### src/rtl/gpio_irq_pkg.sv
package gpio_irq_pkg;
    localparam int HALF  = 16;
    localparam int PINS  = 2 * HALF;
    localparam int IDX_W = $clog2(PINS);
    localparam int AW    = 8;

    localparam logic [AW-1:0] OFS_STAT = 8'h08;
    localparam logic [AW-1:0] OFS_EN   = 8'h0C;
    localparam logic [AW-1:0] OFS_TYPE = 8'h10;
    localparam logic [AW-1:0] OFS_POL  = 8'h14;
    localparam logic [AW-1:0] OFS_HOLD = 8'h18;
    localparam logic [AW-1:0] OFS_FALL = 8'h20;
    localparam logic [AW-1:0] OFS_RISE = 8'h24;

    typedef logic [PINS-1:0] pinvec_t;

    typedef struct packed {
        pinvec_t edge_mode;
        pinvec_t act_high;
        pinvec_t hold;
        pinvec_t fall_en;
        pinvec_t rise_en;
        pinvec_t irq_en;
    } cfg_t;

    typedef enum logic [2:0] {
        RG_NONE, RG_STAT, RG_EN, RG_TYPE, RG_POL, RG_HOLD, RG_FALL, RG_RISE
    } reg_id_t;

    typedef struct packed {
        reg_id_t id;
        logic    hi;
    } dec_t;

    function automatic dec_t decode(input logic [AW-1:0] a);
        dec_t r;
        r.id = RG_NONE;
        r.hi = 1'b0;
        if (a == OFS_STAT || a == OFS_STAT + 8'd2) r.id = RG_STAT;
        if (a == OFS_EN   || a == OFS_EN   + 8'd2) r.id = RG_EN;
        if (a == OFS_TYPE || a == OFS_TYPE + 8'd2) r.id = RG_TYPE;
        if (a == OFS_POL  || a == OFS_POL  + 8'd2) r.id = RG_POL;
        if (a == OFS_HOLD || a == OFS_HOLD + 8'd2) r.id = RG_HOLD;
        if (a == OFS_FALL || a == OFS_FALL + 8'd2) r.id = RG_FALL;
        if (a == OFS_RISE || a == OFS_RISE + 8'd2) r.id = RG_RISE;
        if (r.id != RG_NONE) r.hi = a[1];
        return r;
    endfunction

    function automatic pinvec_t put_half(input pinvec_t v, input logic hi,
                                         input logic [HALF-1:0] d);
        pinvec_t r;
        r = v;
        if (hi) r[PINS-1:HALF] = d;
        else    r[HALF-1:0]    = d;
        return r;
    endfunction

    function automatic logic [HALF-1:0] get_half(input pinvec_t v, input logic hi);
        return hi ? v[PINS-1:HALF] : v[HALF-1:0];
    endfunction

    function automatic logic [IDX_W-2:0] lowest_set(input logic [HALF-1:0] v);
        logic [IDX_W-2:0] r;
        r = '0;
        for (int i = HALF - 1; i >= 0; i--) begin
            if (v[i]) r = i[IDX_W-2:0];
        end
        return r;
    endfunction
endpackage

### src/rtl/gpio_irq_regs.sv
module gpio_irq_regs
    import gpio_irq_pkg::*;
(
    input  logic                 clk,
    input  logic                 rst,
    input  logic                 wr,
    input  dec_t                 dec,
    input  logic [HALF-1:0]      wdata,
    output cfg_t                 cfg
);
    cfg_t cfg_n;

    always_comb begin
        cfg_n = cfg;
        if (wr) begin
            unique case (dec.id)
                RG_EN:   cfg_n.irq_en    = put_half(cfg.irq_en,    dec.hi, wdata);
                RG_TYPE: cfg_n.edge_mode = put_half(cfg.edge_mode, dec.hi, wdata);
                RG_POL:  cfg_n.act_high  = put_half(cfg.act_high,  dec.hi, wdata);
                RG_HOLD: cfg_n.hold      = put_half(cfg.hold,      dec.hi, wdata);
                RG_FALL: cfg_n.fall_en   = put_half(cfg.fall_en,   dec.hi, wdata);
                RG_RISE: cfg_n.rise_en   = put_half(cfg.rise_en,   dec.hi, wdata);
                default: ;
            endcase
        end
        // a pin in level mode never keeps a hold setting
        cfg_n.hold = cfg_n.hold & cfg_n.edge_mode;
    end

    always_ff @(posedge clk) begin
        if (rst) cfg <= '0;
        else     cfg <= cfg_n;
    end
endmodule

### src/rtl/gpio_irq_detect.sv
module gpio_irq_detect
    import gpio_irq_pkg::*;
(
    input  logic    clk,
    input  logic    rst,
    input  pinvec_t pin,
    input  pinvec_t edge_mode,
    input  pinvec_t act_high,
    input  pinvec_t hold,
    input  pinvec_t fall_en,
    input  pinvec_t rise_en,
    input  pinvec_t clr,
    output pinvec_t stat
);
    pinvec_t prev;

    for (genvar p = 0; p < PINS; p++) begin : g_pin
        logic hit;
        always_comb begin
            if (edge_mode[p])
                hit = (fall_en[p] & prev[p] & ~pin[p]) |
                      (rise_en[p] & ~prev[p] & pin[p]);
            else
                hit = act_high[p] ? pin[p] : ~pin[p];
        end

        always_ff @(posedge clk) begin
            if (rst) begin
                prev[p] <= 1'b0;
                stat[p] <= 1'b0;
            end else begin
                prev[p] <= pin[p];
                if (edge_mode[p] && hold[p])
                    stat[p] <= (stat[p] & ~clr[p]) | hit;
                else
                    stat[p] <= hit;
            end
        end
    end
endmodule

### src/rtl/gpio_irq_prio.sv
module gpio_irq_prio
    import gpio_irq_pkg::*;
(
    input  logic             clk,
    input  logic             rst,
    input  pinvec_t          pend,
    output logic             irq_o,
    output logic             irq_valid,
    output logic [IDX_W-1:0] irq_idx
);
    logic [1:0]           any_h;
    logic [IDX_W-2:0]     low_i [2];
    logic [IDX_W-1:0]     idx_n;

    for (genvar h = 0; h < 2; h++) begin : g_half
        assign any_h[h] = |pend[h*HALF +: HALF];
        assign low_i[h] = lowest_set(pend[h*HALF +: HALF]);
    end

    always_comb begin
        if (any_h[0])      idx_n = {1'b0, low_i[0]};
        else if (any_h[1]) idx_n = {1'b1, low_i[1]};
        else               idx_n = '0;
    end

    always_ff @(posedge clk) begin
        if (rst) begin
            irq_o     <= 1'b0;
            irq_valid <= 1'b0;
            irq_idx   <= '0;
        end else begin
            irq_o     <= |any_h;
            irq_valid <= |any_h;
            irq_idx   <= idx_n;
        end
    end
endmodule

### src/rtl/gpio_irq_ctrl.sv
module gpio_irq_ctrl
    import gpio_irq_pkg::*;
(
    input  logic             clk,
    input  logic             rst,
    input  logic [PINS-1:0]  pin_lvl,
    input  logic [AW-1:0]    reg_addr,
    input  logic             reg_wr,
    input  logic [HALF-1:0]  reg_wdata,
    output logic [HALF-1:0]  reg_rdata,
    output logic             irq_o,
    output logic             irq_valid,
    output logic [IDX_W-1:0] irq_idx
);
    dec_t    dec;
    cfg_t    cfg;
    pinvec_t stat;
    pinvec_t clr;
    pinvec_t pend;

    assign dec  = decode(reg_addr);
    assign clr  = (reg_wr && dec.id == RG_STAT) ? put_half('0, dec.hi, reg_wdata) : '0;
    assign pend = stat & cfg.irq_en;

    gpio_irq_regs u_regs (
        .clk(clk), .rst(rst), .wr(reg_wr), .dec(dec), .wdata(reg_wdata), .cfg(cfg)
    );

    gpio_irq_detect u_det (
        .clk(clk), .rst(rst), .pin(pin_lvl),
        .edge_mode(cfg.edge_mode), .act_high(cfg.act_high), .hold(cfg.hold),
        .fall_en(cfg.fall_en), .rise_en(cfg.rise_en), .clr(clr), .stat(stat)
    );

    gpio_irq_prio u_prio (
        .clk(clk), .rst(rst), .pend(pend),
        .irq_o(irq_o), .irq_valid(irq_valid), .irq_idx(irq_idx)
    );

    always_comb begin
        unique case (dec.id)
            RG_STAT: reg_rdata = get_half(stat,          dec.hi);
            RG_EN:   reg_rdata = get_half(cfg.irq_en,    dec.hi);
            RG_TYPE: reg_rdata = get_half(cfg.edge_mode, dec.hi);
            RG_POL:  reg_rdata = get_half(cfg.act_high,  dec.hi);
            RG_HOLD: reg_rdata = get_half(cfg.hold,      dec.hi);
            RG_FALL: reg_rdata = get_half(cfg.fall_en,   dec.hi);
            RG_RISE: reg_rdata = get_half(cfg.rise_en,   dec.hi);
            default: reg_rdata = '0;
        endcase
    end
endmodule

### config.mk
export PLATFORM = sky130hd
export DESIGN_NAME = gpio_irq_ctrl
export DESIGN_NICKNAME = d
export VERILOG_FILES = /design/src/rtl/gpio_irq_pkg.sv /design/src/rtl/gpio_irq_regs.sv /design/src/rtl/gpio_irq_detect.sv /design/src/rtl/gpio_irq_prio.sv /design/src/rtl/gpio_irq_ctrl.sv
export SDC_FILE = /design/constraint.sdc
export NUM_CORES = 1
export LEC_CHECK = 0
export ABC_AREA = 1
export BUFFER_PORTS_ARGS = -buffer_cell sky130_fd_sc_hd__buf_2
export CAP_MARGIN = 20
export CORE_ASPECT_RATIO = 0.9
export CORE_MARGIN = 5
export CORE_UTILIZATION = 50
export CTS_CLUSTER_DIAMETER = 100
export DETAILED_ROUTE_END_ITERATION = 7
export GPL_ROUTABILITY_DRIVEN = 0
export PLACE_DENSITY = 0.68
export SLEW_MARGIN = 20
export SYNTH_ARGS = -nofsm -noshare
export SYNTH_HDL_FRONTEND = slang
export SYNTH_SLANG_ARGS = --single-unit
### constraint.sdc
create_clock -name clk -period 2.4 [get_ports clk]
set_input_delay 0.12 -clock clk [delete_from_list [all_inputs] [get_ports clk]]
set_output_delay 0.12 -clock clk [all_outputs]
set_load 0.03 [all_outputs]
Yosys cells after proc, flatten, opt, wreduce, memory -nomap -nowiden
Index checks and enable logic that the tools add are counted.
{ "totals": {"regBits": 262, "inputBits": 59} }
{ "classes": {"eq_ne": 21, "bitwise": 323, "n_reduce_logical": 53, "muxes": 168} }
{ "op_table": {"columns": ["operator", "n"], "rows": [
  ["16-bit 2-to-1 mux", 21],
  ["32-bit 2-to-1 mux", 7],
  ["192-bit 2-to-1 mux", 1],
  ["1-bit bitwise AND", 160],
  ["4-bit 2-to-1 mux", 33],
  ["16-bit one-hot mux with 7 select lines", 1],
  ["1-bit 2-to-1 mux", 98],
  ["1-bit inverter", 97],
  ["32-bit bitwise AND", 2],
  ["1-bit OR", 64],
  ["8-bit by 5-bit equality test with 1-bit output, second input constant", 6],
  ["1-bit logical AND", 33],
  ["8-bit by 4-bit equality test with 1-bit output, second input constant", 4],
  ["8-bit by 6-bit equality test with 1-bit output, second input constant", 4],
  ["16-bit OR reduction", 2],
  ["32-bit OR reduction", 1],
  ["3-bit AND reduction", 8],
  ["3-bit 2-to-1 mux", 6],
  ["17-bit OR reduction", 1],
  ["3-bit equality test, second input constant", 4],
  ["1-bit logical OR", 7],
  ["3-bit by 2-bit equality test with 1-bit output, second input constant", 2],
  ["5-bit 2-to-1 mux", 1],
  ["3-bit by 1-bit equality test with 1-bit output, second input constant", 1],
  ["3-bit nonzero test", 1]
]} }

Longest topological paths before layout
Gate-level depths: netlist of the first run.
{ "depth": {"word_depth": 19, "ltp_mapped": 18, "mapped_depth_nobuf": 18} }

Cells and area by module
Synthesis of the first run repeated with hierarchy kept, for this count alone.
{ "unflattened": {"hier_cells": 2546, "area_unflattened_um2": 15109.5} }
{ "modules_own_cells": {"columns": ["mod", "seq_area_each_um2", "cells_per_inst", "area_each_um2", "instances"], "rows": [
  ["gpio_irq_regs", 3843.7, 1136, 7724.9, 1],
  ["gpio_irq_detect", 1281.2, 584, 3648.5, 1],
  ["gpio_irq_ctrl", 0.0, 714, 3119.2, 1],
  ["gpio_irq_prio", 120.1, 112, 616.8, 1]
]} }

Worst setup path after synthesis of the first run
Ideal clock, no wire load.
{ "synth_path": {"path_kind": "input-to-output", "startpoint": "input port reg_addr[7]", "endpoint": "output port reg_rdata[0]", "path_slack_ps": 530, "t_arrival_ps": 1750, "path_stages": 10, "path_buffers": 1, "cell_sequence": "nor2_2 -> nand3_1 -> nor2_1 -> inv_1 -> nor2_1 -> buf_2 -> a22o_1 -> o21bai_1 -> nor2_1 -> nand2_1"} }
{ "synth_between": {"elab_chain_len": 13, "word_cells_on_any_way": 45, "classes_between": "eq/ne (21); mux (16); reduce/logical (8)"} }
{ "synth_rtl": {"columns": ["element", "line_no", "text"], "rows": [
  ["from (decl)", "gpio_irq_ctrl.sv:7", "input logic [AW-1:0] reg_addr,"],
  ["8-bit by 4-bit equality test with 1-bit output", "gpio_irq_pkg.sv:39", "if (a == OFS_STAT || a == OFS_STAT + 8'd2) r.id = RG_STAT;"],
  ["1-bit logical OR", "gpio_irq_pkg.sv:39", null],
  ["1-bit 2-to-1 mux", "gpio_irq_pkg.sv:39", null],
  ["3-bit 2-to-1 mux", "gpio_irq_pkg.sv:40", "if (a == OFS_EN || a == OFS_EN + 8'd2) r.id = RG_EN;"],
  ["3-bit 2-to-1 mux", "gpio_irq_pkg.sv:41", "if (a == OFS_TYPE || a == OFS_TYPE + 8'd2) r.id = RG_TYPE;"],
  ["3-bit 2-to-1 mux", "gpio_irq_pkg.sv:42", "if (a == OFS_POL || a == OFS_POL + 8'd2) r.id = RG_POL;"],
  ["3-bit 2-to-1 mux", "gpio_irq_pkg.sv:43", "if (a == OFS_HOLD || a == OFS_HOLD + 8'd2) r.id = RG_HOLD;"],
  ["3-bit 2-to-1 mux", "gpio_irq_pkg.sv:44", "if (a == OFS_FALL || a == OFS_FALL + 8'd2) r.id = RG_FALL;"],
  ["3-bit 2-to-1 mux (*)", "gpio_irq_pkg.sv:45", "if (a == OFS_RISE || a == OFS_RISE + 8'd2) r.id = RG_RISE;"],
  ["3-bit nonzero test", "gpio_irq_pkg.sv:46", "if (r.id != RG_NONE) r.hi = a[1];"],
  ["1-bit 2-to-1 mux", "gpio_irq_pkg.sv:46", null],
  ["16-bit 2-to-1 mux", "gpio_irq_pkg.sv:60", "return hi ? v[PINS-1:HALF] : v[HALF-1:0];"],
  ["16-bit one-hot mux with 7 select lines (*)", "gpio_irq_ctrl.sv:41", "unique case (dec.id)"],
  ["to (decl)", "gpio_irq_ctrl.sv:10", "output logic [HALF-1:0] reg_rdata,"]
]} }
Every way passes the cells marked *; elsewhere a longest branch is shown, timed or not.

Worst setup path in the final report of the first run
{ "layout_path": {"startpoint": "input port reg_addr[7]", "endpoint": "output port reg_rdata[12]"} }
The elaborated chain is that of the path after synthesis.

==> results.sh, run 1 <==
export IMPL_reg2reg_setup_slack_ns=0.51
export IMPL_gr_usage_all_layers_pct=30.3
export IMPL_setup_tns_ns=0
export IMPL_clockBufferDepth=3
export IMPL_cts_tree="yes"
export IMPL_antenna_found_initial=0
export IMPL_grt_max_degree=139
export IMPL_maxCapViolations=0
export IMPL_vias=13529
export IMPL_drive_gt1_share_pct=12.2
export IMPL_htreeDepth=1
export IMPL_synth_area_mm2=0.0128
export IMPL_regArea_mm2=0.00525
export IMPL_drtAntennaViolNets=0
export IMPL_fmax_mhz=431
export IMPL_post_dp_hpwl_mm=29.8
export IMPL_syn2layout_area_growth_pct=20.3
export IMPL_drtIter0Drc=1480
export IMPL_min_to="u_regs.cfg[188]"
export IMPL_regToRegStartpoint="u_det.stat[31]"
export IMPL_gr_total_overflow=0
export IMPL_nets=2054
export IMPL_vias_per_cell=5.74
export IMPL_grt_pass1_vias=12616
export IMPL_drc=0
export IMPL_hold_depth=3
export IMPL_initial_utilization_pct=50.9
export IMPL_clk_pin_slew_worst_paths_ns=0.06
export IMPL_irDropWorstVdd_uv=530
export IMPL_die_w_um=179
export IMPL_fillerInstances=2384
export IMPL_leakage_nw=6.70
export IMPL_ys_top_cells_by_area="dfxtp_1 41%, a21oi_1 10%, nand2_1 8.6%"
export IMPL_root_buffer="clkbuf_16"
export IMPL_multiInputGateArea_mm2=0.00635
export IMPL_min_delay_start="reg_wr"
export IMPL_synth_top_cell_area_share_pct=40.9
export IMPL_worst_path_max_fanout=8
export IMPL_critical_path_class="in -> out"
export IMPL_yosysUniqueCellTypes=38
export IMPL_core_mm2=0.0252
export IMPL_dpl_instance_area_mm2=0.0139
export IMPL_wl_mm=44.8
export IMPL_status="complete, no violations"
export IMPL_synth_fp_nets=1934
export IMPL_fin_crit_ns=2.32
export IMPL_clock_sinks=262
export IMPL_powerDensity_mw_per_mm2=645
export IMPL_setup_viol=0
export IMPL_arrival_ns=2.20
export IMPL_io_buffers=81
export IMPL_die_h_um=162
export IMPL_ys_ff_latch=262
export IMPL_yosysSeqAreaShare_pct=40.9
export IMPL_finalHoldViolCount=0
export IMPL_slew_viol_final=0
export IMPL_design_area_mm2=0.0154
export IMPL_die_area_mm2=0.0290
export IMPL_synth_cells=1875
export IMPL_synth_area_leader_cell="dfxtp_1"
export IMPL_worstMarginPinSlew_ns=0.684
export IMPL_num_rows=55
export IMPL_synth_warnings=0
export IMPL_n_antenna_cell=0
export IMPL_avgSynthCellArea_um2=6.84
export IMPL_numCtsBuffers=29
export IMPL_worstRegToRegCells=18
export IMPL_clk_latency_ns=0.56
export IMPL_rr_endpoint="u_prio.irq_idx[0]"
export IMPL_boundaryPins=82
export IMPL_start_kind="input port"
export IMPL_rsz0062_at_grt="no"
export IMPL_hold_class="in -> reg"
export IMPL_worstPathRequired_ns=2.28
export IMPL_wl_per_cell_um=19.0
export IMPL_grt_pass1_wl_mm=69.9
export IMPL_skew_ns=0.0117
export IMPL_first_pass_iters=8
export IMPL_period_share_pct=96.6
export IMPL_relSlewSlack_pct=54.4
export IMPL_cp_end_kind="primary output"
## Yosys cell counts
master	count
nand4_2	1
nor3_2	1
nor3_1	5
nand2_4	1
nor2b_1	4
clkinv_1	2
clkbuf_1	64
o211ai_1	38
nand2_2	1
o31ai_1	6
nand3b_1	8
buf_1	9
nor2_2	5
a22oi_1	34
nand2_1	293
buf_4	6
nor2_1	275
nor4_4	1
o21ai_1	2
a21oi_1	261
inv_1	206
xnor2_1	13
a22o_1	12
nand3_2	1
o21ai_0	185
inv_2	3
nand3_1	76
dfxtp_1	262
nand4_1	19
buf_2	32
nor2_4	2
o22ai_1	4
a31oi_1	3
o311ai_0	18
o21bai_1	3
a31o_2	16
a21oi_4	1
or2_2	2
## what timing repair did
action,4_1_cts,5_1_grt
pin swaps,0,3
setup buffers,0,1
setup endpoints to repair,1,15
hold buffers,48,0
endpoints found under the hold margin,119,0
gates resized for setup,1,2
cloned,0,1
## critical path, stage by stage
cell	delay, ns
buf_2	0.10
nor2_2	0.15
nand3_1	0.22
nor2_2	0.24
buf_4	0.19
inv_1	0.10
nor2_1	0.21
buf_4	0.26
a22o_1	0.14
nand3b_1	0.09
nor2_1	0.05
nand2_1	0.11
buf_2	0.21
## state kept, by name, indices dropped and copies added (netlist names)
| name | flops |
|---|---|
| u_det.stat | 32 |
| u_regs.cfg | 192 |
| u_prio.irq_o | 1 |
| u_prio.irq_idx | 5 |
| u_det.prev | 32 |
## worst max path at each step
stage / startpoint / endpoint / slack (ns) / cells past startpoint
after global placement: reg_addr[5] / reg_rdata[7] / 0.10 / 14
after CTS: reg_addr[5] / reg_rdata[7] / 0.03 / 14
final: reg_addr[7] / reg_rdata[12] / 0.08 / 13
after floorplan: reg_addr[7] / reg_rdata[0] / 0.53 / 10
after detailed placement: reg_addr[5] / reg_rdata[7] / 0.006 / 14
after global routing: reg_addr[3] / reg_rdata[6] / 0.008 / 14
## area by class of cell
type | instances | area share (%)
timing repair buffer | 199 | 10.4
sequential | 262 | 34.0
clock buffer | 38 | 5.44
tap | 342 | 2.77
clock inverter | 14 | 1.14
inverter | 211 | 5.13
multi-input combinational | 1292 | 41.1
## placed cells by master (no fill, tap or decap), types with 10 or more instances in the layout
| cell | n |
|---|---|
| nand2_1 | 292 |
| nor2_1 | 270 |
| dfxtp_1 | 262 |
| a21oi_1 | 261 |
| inv_1 | 205 |
| o21ai_0 | 185 |
| buf_2 | 80 |
| nand3_1 | 76 |
| buf_4 | 56 |
| dlygate4sd3_1 | 48 |
| o211ai_1 | 38 |
| a22oi_1 | 34 |
| clkbuf_16 | 29 |
| nand4_1 | 19 |
| o311ai_0 | 18 |
| a31o_2 | 16 |
| buf_12 | 15 |
| xnor2_1 | 13 |
| a22o_1 | 12 |
| nor2_2 | 10 |
## stage by stage
step	setup WS [ns]	utilization, %	instances	hold WS [ns]	power (W)
after floorplan	0.530	-	1875	0.245	0.00499
after global placement	0.101	55.2	2256	0.364	0.00523
after detailed placement	0.00644	55.2	2256	0.378	0.00524
after CTS	0.0336	61.2	2356	0.0102	0.00996
after global routing	0.00807	61.3	2358	0.0420	0.0103
final	0.0812	61.3	2358	0.0431	0.00994
## metal layers
| layer | wire (µm) | GRT usage [%] |
|---|---|---|
| met5 | 0 | 0 |
| met4 | 1750 | 10.3 |
| met3 | 4660 | 5.98 |
| met2 | 18900 | 45.0 |
| met1 | 19500 | 44.1 |
## power breakdown
| group | switching (W) | total, W | internal, W |
|---|---|---|---|
| clock network | 0.00184 | 0.00471 | 0.00287 |
| logic | 0.000440 | 0.000692 | 0.000252 |
| registers | 0.0000876 | 0.00454 | 0.00445 |
| total | 0.00237 | 0.00994 | 0.00758 |
## cells by family (layout without fill, tap and decap cells)
group | count (synthesis) | after routing | share of synthesized area (%)
flip-flops | 262 | 262 | 40.9
buffers and inverters | 322 | 462 | 9.91
AND/OR/NAND/NOR | 695 | 696 | 22.5
XOR/XNOR | 13 | 13 | 0.888
AO/OA/AOI/OAI | 583 | 583 | 25.8
Note: power is estimated with default switching activity, not from simulation.
==> inputs of run 2 (changes only) <==
--- a/config.mk
+++ b/config.mk
@@ -15,6 +15,7 @@
 export DETAILED_ROUTE_END_ITERATION = 7
 export GPL_ROUTABILITY_DRIVEN = 0
 export PLACE_DENSITY = 0.68
+export SETUP_SLACK_MARGIN = 0.2
 export SLEW_MARGIN = 20
 export SYNTH_ARGS = -nofsm -noshare
 export SYNTH_HDL_FRONTEND = slang
==> results.sh, run 2 (same netlist as run 1, synthesis figures left out) <==
export IMPL_status="complete, no violations"
export IMPL_layout_commonest_cell="nand2_1"
export IMPL_min_to="u_regs.cfg[188]"
export IMPL_top_register="u_regs.cfg"
export IMPL_skew_ns=0.0128
export IMPL_vias=13815
export IMPL_clockBufferDepth=3
export IMPL_drtIter0Drc=1578
export IMPL_vias_per_cell=5.81
export IMPL_antenna_found_initial=0
export IMPL_worst_path_max_fanout=8
export IMPL_fin_cells=2377
export IMPL_clk_pin_slew_worst_paths_ns=0.06
export IMPL_maxCapViolations=0
export IMPL_start_kind="input port"
export IMPL_wl_mm=46.6
export IMPL_boundaryPins=82
export IMPL_worstRegToRegCells=18
export IMPL_layout_common_cells="292 x nand2_1, 266 x nor2_1, 262 x dfxtp_1"
export IMPL_setup_tns_ns=0
export IMPL_hold_class="in -> reg"
export IMPL_grt_pass1_wl_mm=70.1
export IMPL_worstPathRequired_ns=2.28
export IMPL_drive_gt1_share_pct=13.6
export IMPL_gr_usage_all_layers_pct=30.5
export IMPL_cts_tree="yes"
export IMPL_numCtsBuffers=29
export IMPL_htreeDepth=1
export IMPL_place_inst=2256
export IMPL_regToRegStartpoint="u_det.stat[31]"
export IMPL_hold_depth=3
export IMPL_powerDensity_mw_per_mm2=630
export IMPL_period_share_pct=89.8
export IMPL_slew_viol_final=0
export IMPL_irDropWorstVdd_uv=531
export IMPL_die_w_um=179
export IMPL_drc=0
export IMPL_die_area_mm2=0.0290
export IMPL_cp_end_kind="primary output"
export IMPL_rr_endpoint="u_prio.irq_idx[0]"
export IMPL_fmax_mhz=464
export IMPL_top_regs="u_regs.cfg x192, u_det.prev x32, u_det.stat x32"
export IMPL_grt_pass1_vias=12638
export IMPL_wl_per_cell_um=19.6
export IMPL_holdWs_ns=0.0350
export IMPL_first_pass_iters=7
export IMPL_initial_utilization_pct=50.9
export IMPL_die_h_um=162
export IMPL_critical_path_class="in -> out"
export IMPL_finalPower_w=0.0100
export IMPL_io_buffers=81
export IMPL_rsz0062_at_grt="no"
export IMPL_clk_latency_ns=0.56
export IMPL_root_buffer="clkbuf_16"
export IMPL_nets=2073
export IMPL_fillerInstances=2297
export IMPL_reg2reg_setup_slack_ns=0.50
export IMPL_relSlewSlack_pct=54.2
export IMPL_fin_crit_ns=2.16
export IMPL_drtAntennaViolNets=0
export IMPL_post_dp_hpwl_mm=29.8
export IMPL_gr_total_overflow=0
export IMPL_finalHoldViolCount=0
export IMPL_arrival_ns=2.04
export IMPL_n_antenna_cell=0
export IMPL_grt_max_degree=139
export IMPL_worstMarginPinSlew_ns=0.687
export IMPL_min_delay_start="reg_wr"
export IMPL_syn2layout_area_growth_pct=23.8
export IMPL_num_rows=55
export IMPL_largest_register_ffs=192
export IMPL_leakage_nw=6.86
export IMPL_setup_viol=0
export IMPL_clock_sinks=262
export IMPL_core_mm2=0.0252
run 2: changes by cell type in the layout (fill, tap and decap cells not counted), moves of 3 or more:
| cell | previous run | this run |
|---|---|---|
| buf_6 | 0 | 18 |
| o21ai_0 | 185 | 176 |
| o21ai_1 | 2 | 11 |
| buf_2 | 80 | 73 |
| nand3_1 | 76 | 71 |
| nor2_4 | 2 | 7 |
| clkbuf_16 | 29 | 33 |
| nor2_1 | 270 | 266 |
| inv_2 | 5 | 8 |
| nand2_8 | 1 | 4 |
| nand3_2 | 1 | 4 |
run 2: worst max-delay path by stage:
stage | startpoint | to
finish | reg_addr[7] | reg_rdata[13]
global route | reg_addr[0] | reg_rdata[6]
CTS | reg_addr[2] | reg_rdata[7]
detailed placement | reg_addr[5] | reg_rdata[7]
global placement | reg_addr[5] | reg_rdata[7]
floorplan | reg_addr[7] | reg_rdata[0]
run 2: report_power, final:
group          internal (W)  total, W  switching (W)
combinational      0.000275  0.000740       0.000465
sequential          0.00445   0.00454      0.0000885
clock               0.00287   0.00472        0.00185
run 2: final cells by class:
class	instances	area [µm²]	share of cell area (%)
Clock buffer	38	840	5.29
Clock inverter	14	176	1.11
Inverter	211	792	4.99
Multi-Input combinational cell	1294	6480	40.8
Sequential cell	262	5250	33.0
Tap cell	342	428	2.69
Timing Repair Buffer	216	1920	12.1
run 2: per-stage QoR:
stage / instance area (µm²) / setup slack (ns) / utilization (%)
floorplan: 12800 / 0.530 / -
global placement: 13900 / 0.101 / 55.2
detailed placement: 13900 / 0.00644 / 55.2
CTS: 15400 / 0.171 / 61.3
global route: 15900 / 0.162 / 63.0
finish: 15900 / 0.245 / 63.0
run 2: worst max-delay path, cell delays in order:
cell and delay (ns):
buf_2 0.11, nor2_4 0.16, nand3_4 0.14, nor2_4 0.17, buf_4 0.17, inv_1 0.10
nor2_1 0.25, buf_6 0.21, a22o_1 0.14, o21bai_1 0.10, nor2_1 0.06, nand2_1 0.08
buf_2 0.21
run 2: repair_timing:
| action | in CTS | in global routing |
|---|---|---|
| endpoints found under the setup margin | 16 | 16 |
| setup buffers | 1 | 9 |
| pin swaps | 3 | 12 |
| endpoints found under the hold margin | 119 | 0 |
| hold buffers | 48 | 0 |
| gates cloned | 1 | 10 |
| resized for setup | 6 | 59 |
run 2: metal layers:
| layer | GRT usage (%) | vias to the layer above | share of wire (%) |
|---|---|---|---|
| met5 | 0 | - | 0 |
| met3 | 6.05 | 174 | 11 |
| li1 | - | 6542 | - |
| met1 | 44.2 | 6309 | 42 |
| met2 | 45.1 | 790 | 42 |
| met4 | 10.4 | 0 | 4.5 |
